<file path="src/rtl/dot_cell_pkg.sv">
package dot_cell_pkg;
  localparam int AXES = 3;

  typedef enum logic [1:0] {
    AX_X = 2'd0,
    AX_Y = 2'd1,
    AX_Z = 2'd2
  } axis_e;

  function automatic int drop_bits(input int in_w, input int out_w);
    return in_w - out_w;
  endfunction
endpackage

</file>
<file path="src/rtl/vec_hold.sv">
module vec_hold #(
  parameter int W        = 18,
  parameter int N        = 3,
  parameter bit COMB_OUT = 1'b0
) (
  input  logic                clk_i,
  input  logic                rst_ni,
  input  logic                adv_i,
  input  logic [N-1:0][W-1:0] d_i,
  output logic [N-1:0][W-1:0] held_o,
  output logic [N-1:0][W-1:0] pass_o
);
  logic [N-1:0][W-1:0] held_q;

  always_ff @(posedge clk_i or negedge rst_ni) begin
    if (!rst_ni)    held_q <= '0;
    else if (adv_i) held_q <= d_i;
  end

  assign held_o = held_q;

  generate
    if (COMB_OUT) begin : g_comb
      assign pass_o = d_i;
    end else begin : g_reg
      assign pass_o = held_q;
    end
  endgenerate

  a_r3_r5_hold_when_idle: assert property (@(posedge clk_i) disable iff (!rst_ni)
    !adv_i |=> $stable(held_o));

  a_r2_r4_capture: assert property (@(posedge clk_i) disable iff (!rst_ni)
    adv_i |=> held_o == $past(d_i));
endmodule

</file>
<file path="src/rtl/smul_reg.sv">
module smul_reg #(
  parameter int W = 18,
  localparam int PW = 2 * W
) (
  input  logic          clk_i,
  input  logic          rst_ni,
  input  logic [W-1:0]  a_i,
  input  logic [W-1:0]  b_i,
  output logic [PW-1:0] p_o
);
  logic signed [PW-1:0] a_ext, b_ext;
  logic signed [PW-1:0] prod;

  // Sign-extend to full width; true product always fits in PW bits
  assign a_ext = {{W{a_i[W-1]}}, a_i};
  assign b_ext = {{W{b_i[W-1]}}, b_i};
  assign prod  = a_ext * b_ext;

  always_ff @(posedge clk_i or negedge rst_ni) begin
    if (!rst_ni) p_o <= '0;
    else         p_o <= prod;
  end

  a_r7_zero_factor: assert property (@(posedge clk_i) disable iff (!rst_ni)
    (a_i == '0 || b_i == '0) |=> p_o == '0);
endmodule

</file>
<file path="src/rtl/add3_reg.sv">
module add3_reg #(
  parameter int IN_W  = 36,
  parameter int OUT_W = 32
) (
  input  logic             clk_i,
  input  logic             rst_ni,
  input  logic [IN_W-1:0]  a_i,
  input  logic [IN_W-1:0]  b_i,
  input  logic [IN_W-1:0]  c_i,
  output logic [OUT_W-1:0] y_o
);
  logic [IN_W-1:0] sum_q;

  // Modular add: identical for two's-complement operands, wraps at IN_W
  always_ff @(posedge clk_i or negedge rst_ni) begin
    if (!rst_ni) sum_q <= '0;
    else         sum_q <= a_i + b_i + c_i;
  end

  assign y_o = sum_q[IN_W-1 -: OUT_W];

  a_r8_stable_in_stable_out: assert property (@(posedge clk_i) disable iff (!rst_ni)
    ($stable(a_i) && $stable(b_i) && $stable(c_i)) |=> $stable(y_o));
endmodule

</file>
<file path="src/rtl/dot_grid_cell.sv">
module dot_grid_cell
  import dot_cell_pkg::*;
#(
  parameter int    COMP_W       = 18,
  parameter int    OUT_W        = 32,
  parameter string SPH_PASS_REG = "yes"
) (
  input  logic              clk_i,
  input  logic              rst_ni,
  input  logic              sph_adv_i,
  input  logic              ray_adv_i,
  input  logic [COMP_W-1:0] sph_x_i,
  input  logic [COMP_W-1:0] sph_y_i,
  input  logic [COMP_W-1:0] sph_z_i,
  output logic [COMP_W-1:0] sph_x_o,
  output logic [COMP_W-1:0] sph_y_o,
  output logic [COMP_W-1:0] sph_z_o,
  input  logic [COMP_W-1:0] ray_x_i,
  input  logic [COMP_W-1:0] ray_y_i,
  input  logic [COMP_W-1:0] ray_z_i,
  output logic [COMP_W-1:0] ray_x_o,
  output logic [COMP_W-1:0] ray_y_o,
  output logic [COMP_W-1:0] ray_z_o,
  output logic [OUT_W-1:0]  dot_o
);
  localparam int PROD_W   = 2 * COMP_W;
  localparam int DROP     = drop_bits(PROD_W, OUT_W);
  localparam bit SPH_COMB = (SPH_PASS_REG != "yes");

  logic [AXES-1:0][COMP_W-1:0] sph_d, sph_held, sph_pass;
  logic [AXES-1:0][COMP_W-1:0] ray_d, ray_held, ray_pass;
  logic [AXES-1:0][PROD_W-1:0] prod;

  assign sph_d[AX_X] = sph_x_i;
  assign sph_d[AX_Y] = sph_y_i;
  assign sph_d[AX_Z] = sph_z_i;
  assign ray_d[AX_X] = ray_x_i;
  assign ray_d[AX_Y] = ray_y_i;
  assign ray_d[AX_Z] = ray_z_i;

  // Sphere copy is always held for the multipliers; the parameter only picks the forward path
  vec_hold #(.W(COMP_W), .N(AXES), .COMB_OUT(SPH_COMB)) u_sph (
    .clk_i (clk_i),
    .rst_ni(rst_ni),
    .adv_i (sph_adv_i),
    .d_i   (sph_d),
    .held_o(sph_held),
    .pass_o(sph_pass)
  );

  vec_hold #(.W(COMP_W), .N(AXES), .COMB_OUT(1'b0)) u_ray (
    .clk_i (clk_i),
    .rst_ni(rst_ni),
    .adv_i (ray_adv_i),
    .d_i   (ray_d),
    .held_o(ray_held),
    .pass_o(ray_pass)
  );

  assign sph_x_o = sph_pass[AX_X];
  assign sph_y_o = sph_pass[AX_Y];
  assign sph_z_o = sph_pass[AX_Z];
  assign ray_x_o = ray_pass[AX_X];
  assign ray_y_o = ray_pass[AX_Y];
  assign ray_z_o = ray_pass[AX_Z];

  generate
    for (genvar g = 0; g < AXES; g++) begin : g_mul
      smul_reg #(.W(COMP_W)) u_mul (
        .clk_i (clk_i),
        .rst_ni(rst_ni),
        .a_i   (sph_held[g]),
        .b_i   (ray_held[g]),
        .p_o   (prod[g])
      );
    end
  endgenerate

  add3_reg #(.IN_W(PROD_W), .OUT_W(OUT_W)) u_sum (
    .clk_i (clk_i),
    .rst_ni(rst_ni),
    .a_i   (prod[AX_X]),
    .b_i   (prod[AX_Y]),
    .c_i   (prod[AX_Z]),
    .y_o   (dot_o)
  );

  logic sph_zero, ray_zero;
  assign sph_zero = (sph_held == '0);
  assign ray_zero = (ray_held == '0);

  initial begin
    a_r7_width_plan: assert (DROP >= 0);
  end

  a_r8_zero_operand_latency: assert property (@(posedge clk_i) disable iff (!rst_ni)
    ($past(sph_zero, 2) || $past(ray_zero, 2)) |-> dot_o == '0);

  a_r6_ray_strobe_leaves_sphere: assert property (@(posedge clk_i) disable iff (!rst_ni)
    (ray_adv_i && !sph_adv_i) |=> $stable(sph_held));
endmodule

</file>
<file path="config.mk">
export PLATFORM = sky130hd
export DESIGN_NAME = dot_grid_cell
export DESIGN_NICKNAME = d
export VERILOG_FILES = /design/src/rtl/dot_cell_pkg.sv /design/src/rtl/vec_hold.sv /design/src/rtl/smul_reg.sv /design/src/rtl/add3_reg.sv /design/src/rtl/dot_grid_cell.sv
export SDC_FILE = /design/constraint.sdc
export NUM_CORES = 2
export LEC_CHECK = 0
export ABC_AREA = 1
export ABC_CLOCK_PERIOD_IN_PS = 8850
export BUFFER_PORTS_ARGS = -buffer_cell sky130_fd_sc_hd__buf_4
export CORE_MARGIN = 2
export CORE_UTILIZATION = 65
export DETAILED_ROUTE_END_ITERATION = 12
export MAX_ROUTING_LAYER = met4
export PLACE_DENSITY = 0.84
export RECOVER_POWER = 50
export SYNTH_ARGS = -nofsm -noshare
export SYNTH_HDL_FRONTEND = slang
export SYNTH_SLANG_ARGS = --single-unit
</file>
<file path="constraint.sdc">
create_clock -name clk_i -period 8.85 [get_ports clk_i]
set_clock_uncertainty 0.15 [all_clocks]
set_input_delay 0.885 -clock clk_i [delete_from_list [all_inputs] [get_ports clk_i]]
set_output_delay 0.885 -clock clk_i [all_outputs]
set_load 0.02 [all_outputs]
</file>
* Word level (Yosys, flattened, before mapping)
Index checks and enable logic that the tools add are counted.
** Cells by class
- Bitwise gates (word level) :: 0
- $lt $le $gt $ge :: 0
- Add/sub/neg operators :: 2
- Equal/unequal tests :: 0
- Div/mod/pow operators :: 0
- Shift-type cells :: 0
- Reduce and logical (&&, ||, !) cells :: 0
- $mul :: 3
- Muxes and demuxes :: 0
** Operators by type and width (count)
- multiplier 18 x 18 -> 36 bit :: 3
- adder 36 bit :: 2
** Storage, ports and cells
- Register bits :: 252
- Bits of input ports :: 112
- Bits in writable memories :: 0
- Latch bits :: 0
- Logic and storage cells :: 15
- Memories :: 0
- ROM bits :: 0
- Output and inout bits :: 140

* Longest topological paths before layout
- Depth after elaboration :: 2
- Gate-level depth with buffers :: 29
- Gate-level depth less buffers :: 27

* Hierarchy
Synthesis repeated with hierarchy kept, for this count alone.
** Unflattened totals
- Cells, all modules :: 6546
- Area, all modules :: 51413.1 µm²
** Modules (own cells, without submodules)
- smul_reg (g_mul[0].u_mul ...) :: area each 14291.2 µm², cells each 1844, times used 2, sequential area each 900.9 µm²
- smul_reg (g_mul[2].u_mul) :: area each 14133.6 µm², cells each 1817, times used 1, sequential area each 900.9 µm²
- vec_hold :: area each 2478.6 µm², cells each 282, times used 2, sequential area each 1351.3 µm²
- add3_reg :: area each 3739.8 µm², cells each 477, times used 1, sequential area each 800.8 µm²

* Worst setup path after synthesis
Ideal clock, no wire load.
- Path type :: register to register
- Start point :: register u_sph.held_q (netlist bit u_sph.held_o[53])
- End point :: register g_mul[2].u_mul.p_o[29]
- Data required time :: 8.621 ns
- Clock period less this slack :: 5.989 ns
- Data arrival time :: 5.760 ns
- Slack :: 2.861 ns
- Stages on the path, launching flop included :: 22
- Library setup time :: 0.079 ns
- Buffers on the path :: 2
- Path through :: dfrtp_1 > clkbuf_1 > clkbuf_1 > nand2_1 > fa_1 > inv_1 > fa_1 > fa_1 > fa_1 > fa_1 > inv_1 > fa_1 > inv_1 > ha_1 > nand2_2 > nor2_2 > inv_2 > nor2_2 > nand3_1 > or2_1 > nand3_2 > xor2_1
** Between the ends
- Cells in the longest elaborated chain, start to end :: 1
** RTL lines
- start, declared :: line vec_hold.sv:13 : logic [N-1:0][W-1:0] held_q;
- start signal, assigned :: line vec_hold.sv:17 : else if (adv_i) held_q <= d_i;
- multiplier 18 x 18 -> 36 bit :: line smul_reg.sv:17 : assign prod = a_ext * b_ext;
- via g_mul[2].u_mul.prod[29] :: line smul_reg.sv:12 : logic signed [PW-1:0] prod;
- end signal, assigned :: line smul_reg.sv:21 : else p_o <= prod;
- end, declared :: line smul_reg.sv:9 : output logic [PW-1:0] p_o
The timed path passes the listed nets, and every way through them passes these cells.
A chain may end at the register's enable or synchronous reset.

* Worst setup path after layout
- Start point :: register u_sph.held_q (netlist bit u_sph.held_o[35])
- End point :: register g_mul[1].u_mul.p_o[34]
** Between the ends
- Cells in the longest elaborated chain, start to end :: 1
** RTL lines (line)
- multiplier 18 x 18 -> 36 bit :: smul_reg.sv:17
- via g_mul[1].u_mul.prod[34] :: smul_reg.sv:12
- end signal, assigned :: smul_reg.sv:21
- end, declared :: smul_reg.sv:9
The timed path passes the listed nets, and every way through them passes these cells.

==> impl_metrics.prom <==
# TYPE chip_impl_metric gauge
chip_impl_metric{name="die_area",unit="µm²"} 77450
chip_impl_metric{name="wirelength",unit="µm"} 127600
chip_impl_metric{name="clk_transition_reported_paths",unit="ns"} 0.06
chip_impl_metric{name="cts_setup_buffers",unit=""} 0
chip_impl_metric{name="grt_pass1_vias",unit=""} 41220
chip_impl_metric{name="design.final.nets",unit=""} 7389
chip_impl_metric{name="cts_hold_buf",unit=""} 0
chip_impl_info{name="worst-setup-path-type",value="reg -> reg"} 1
chip_impl_metric{name="number_of_placed_i_o_pins",unit=""} 252
chip_impl_metric{name="detail_route.drc_violations",unit=""} 0
chip_impl_metric{name="grt_use_total",unit="%"} 35.88
chip_impl_metric{name="start_util",unit="%"} 65.69
chip_impl_metric{name="setup_total_negative_slack",unit="ns"} 0
chip_impl_metric{name="maximum_count_of_clock_buffers_along_a_single_path",unit=""} 3
chip_impl_info{name="post-synth-top-count-cell",value="inv_1"} 1
chip_impl_metric{name="rows",unit=""} 100
chip_impl_info{name="cts_tree",value="done"} 1
chip_impl_metric{name="synth_edf_count",unit=""} 0
chip_impl_metric{name="timing.final.max_slew_violations",unit=""} 377
chip_impl_metric{name="finalCritPeriodShare",unit="%"} 74.71
chip_impl_metric{name="number_of_antenna_violations_at_the_first_check_in_global_routing",unit=""} 1
chip_impl_metric{name="syn_nets",unit=""} 7316
chip_impl_info{name="ys.flop_type",value="dfrtp_1"} 1
chip_impl_metric{name="globalRoute.totalOverflow",unit=""} 0
chip_impl_metric{name="synth_seq_cells",unit=""} 248
chip_impl_metric{name="synth_area_per_cell",unit="µm²"} 8.331
chip_impl_metric{name="number_of_vias_in_the_routed_layout",unit=""} 38340
chip_impl_metric{name="synthesis.instances",unit=""} 5870
chip_impl_metric{name="cts-resized-gates",unit=""} 0
chip_impl_metric{name="maxCapViolations",unit=""} 4
chip_impl_metric{name="critPathRequiredTime",unit="ns"} 9.17
chip_impl_info{name="setup_repair_after_global_routing_missed_its_margin",value="no"} 1
chip_impl_metric{name="fp.coreArea",unit="µm²"} 74450
chip_impl_info{name="critPathCaptureType",value="register"} 1
chip_impl_metric{name="cts_max_level",unit=""} 2
chip_impl_info{name="synth_top_cells_by_area",value="fa_1 42%, inv_1 13%, dfrtp_1 13%"} 1
chip_impl_metric{name="post_route_cells_drive_above_1_share",unit="%"} 7.543
chip_impl_metric{name="worst-slew-pin-transition",unit="ns"} 4.480
chip_impl_metric{name="synth_async_sr_flop_share",unit="%"} 100.0
chip_impl_metric{name="data_arrival_time_at_the_worst_slack_endpoint",unit="ns"} 6.93
chip_impl_info{name="cp-start-kind",value="register"} 1
chip_impl_metric{name="place.port_buffers",unit=""} 251
chip_impl_metric{name="chipHeight",unit="µm"} 278.3
chip_impl_metric{name="maximum_number_of_pins_on_one_net_before_global_route_repair",unit=""} 182
chip_impl_metric{name="grt_first_pass_wirelength",unit="µm"} 212200
chip_impl_metric{name="avgViaCountPerCell",unit=""} 5.527
chip_impl_metric{name="final_weighted_congestion_of_routability_driven_global_placement",unit=""} 1.007
chip_impl_metric{name="drtPass1Iterations",unit=""} 8
chip_impl_metric{name="final.min_clock_period",unit="ns"} 6.612
chip_impl_metric{name="dp_hpwl",unit="µm"} 103700
chip_impl_metric{name="cp_max_fo",unit=""} 20
chip_impl_info{name="failed_checks",value="capacitance limit, slew limit"} 1
chip_impl_metric{name="cts_inserted_buffers",unit=""} 35
chip_impl_metric{name="mappedNetlistArea",unit="µm²"} 48910
chip_impl_metric{name="postRouteAntennaNets",unit=""} 0
chip_impl_metric{name="netlist.area_leader.share",unit="%"} 41.79
chip_impl_metric{name="synth.yosys.seq_area_share",unit="%"} 12.69
chip_impl_metric{name="synthToLayoutAreaGrowth",unit="%"} 7.233
chip_impl_metric{name="wl_per_cell",unit="µm"} 18.40
chip_impl_metric{name="clock_latency",unit="ns"} 0.59
chip_impl_metric{name="final_hold_viol_count",unit=""} 0
chip_impl_metric{name="setup_violations",unit=""} 0
chip_impl_metric{name="yosys_warnings",unit=""} 0
chip_impl_info{name="post_synth_most_frequent_cells",value="1741 x inv_1, 1390 x nand2_1, 1021 x fa_1, 313 x ha_1, 248 x dfrtp_1"} 1
chip_impl_metric{name="maxSlewHeadroom",unit="%"} -198.6
chip_impl_info{name="hold_class",value="in -> reg"} 1
chip_impl_info{name="synth_largest_area_cell",value="fa_1"} 1
chip_impl_info{name="clock-root-buffer",value="clkbuf_16"} 1
chip_impl_metric{name="clock_sink_count",unit=""} 248
chip_impl_metric{name="max_freq",unit="MHz"} 151.2
chip_impl_metric{name="number_of_different_library_cells_in_the_post_synthesis_netlist",unit=""} 43
chip_impl_metric{name="die_x",unit="µm"} 278.3
chip_impl_metric{name="drt-initial-drc-count",unit=""} 3291
chip_impl_info{name="run_status",value="complete, but fails checks"} 1
[placed cells by master, fill, tap and decap left out, types with 81 or more instances in the layout]
| cell | n |
|---|---|
| buf_4 | 258 |
| a21oi_1 | 151 |
| fa_1 | 1021 |
| nand3_1 | 92 |
| nand2_1 | 1390 |
| xor2_1 | 81 |
| dfrtp_1 | 248 |
| o21ai_0 | 93 |
| mux2_2 | 93 |
| ha_1 | 313 |
| nor2_1 | 216 |
| inv_1 | 1741 |
[sequential cells by signal, summed over array words and instances (netlist names)]
name,count
g_mul.u_mul.p_o,108
u_ray.held_o,54
u_sph.held_o,54
u_sum.sum_q,32
[area by class of cell]
cell class,instances,area (µm²)
tap,969,1212
multi-input combinational,3654,35300
inverter,1742,6539
antenna,2,5.005
clock buffer,43,935.9
clock inverter,17,285.3
timing repair buffer,262,1956
sequential,248,6206
fill,5583,22000
[logic make-up after synthesis]
group           Yosys count  share of synthesized area, %
compound gates          320                         3.697
buf+inv                1968                         15.12
mux                      93                         2.141
xor+xnor                107                         1.916
simple gates           1800                         14.63
fa+ha+maj              1334                         49.80
flops                   248                         12.69
[critical path: stages, from the launching register on]
cell and delay, ns:
dfrtp_1 0.83, nand2_1 0.19, inv_1 0.18, fa_1 0.45, inv_1 0.20, fa_1 0.47
inv_1 0.13, ha_1 0.48, inv_1 0.29, fa_1 0.56, inv_1 0.05, fa_1 0.52
inv_1 0.05, fa_1 0.47, inv_1 0.04, ha_1 0.36, a21oi_1 0.20, o21ai_0 0.16
a21oi_1 0.30, inv_1 0.07, a21oi_1 0.17, nand2_1 0.07, nand2_1 0.06, nand2_1 0.04
[per-layer routing]
metal / track usage [%] / part of all wire (%)
met2: 57.22 / 48
met1: 47.73 / 40
met5: - / 0
met3: 5.868 / 8.9
met4: 10.99 / 3.1
[stage by stage]
stage / setup WS, ns / cells / instance area (µm²) / util (%) / hold slack, ns
3_5_place_dp: 2.328 / 6875 / 51250 / 68.84 / 0.5976
6_report: 2.238 / 6937 / 52440 / 70.44 / 0.3689
3_3_place_gp: 2.522 / 6875 / 51250 / 68.84 / 0.5897
2_1_floorplan: 2.861 / 5870 / 48910 / - / 0.4394
4_1_cts: 2.277 / 6935 / 52470 / 70.48 / 0.1593
5_1_grt: 1.225 / 6935 / 52440 / 70.44 / 0.3643
[path summary, 6_finish.rpt]
kind                                                    endpoint  cells after the start                    startpoint  slack, ns
worst max-delay path            g_mul[1].u_mul.p_o[34]$_DFF_PN0_                     23  u_sph.held_o[35]$_DFFE_PN0P_       2.24
worst min-delay path                u_sph.held_o[18]$_DFFE_PN0P_                      3                    sph_y_i[0]       0.37
worst max register to register  g_mul[1].u_mul.p_o[34]$_DFF_PN0_                     23  u_sph.held_o[35]$_DFFE_PN0P_       2.24
worst min register to register   g_mul[2].u_mul.p_o[0]$_DFF_PN0_                      3  u_ray.held_o[36]$_DFFE_PN0P_       0.61
max in group asynchronous              u_sum.sum_q[28]$_DFF_PN0_                      2                        rst_ni       2.40
min in group asynchronous           u_ray.held_o[41]$_DFFE_PN0P_                      1                        rst_ni       1.70
Power is not shown: default switching activity piles up to over one toggle a cycle in this logic, so the estimate is an artifact.
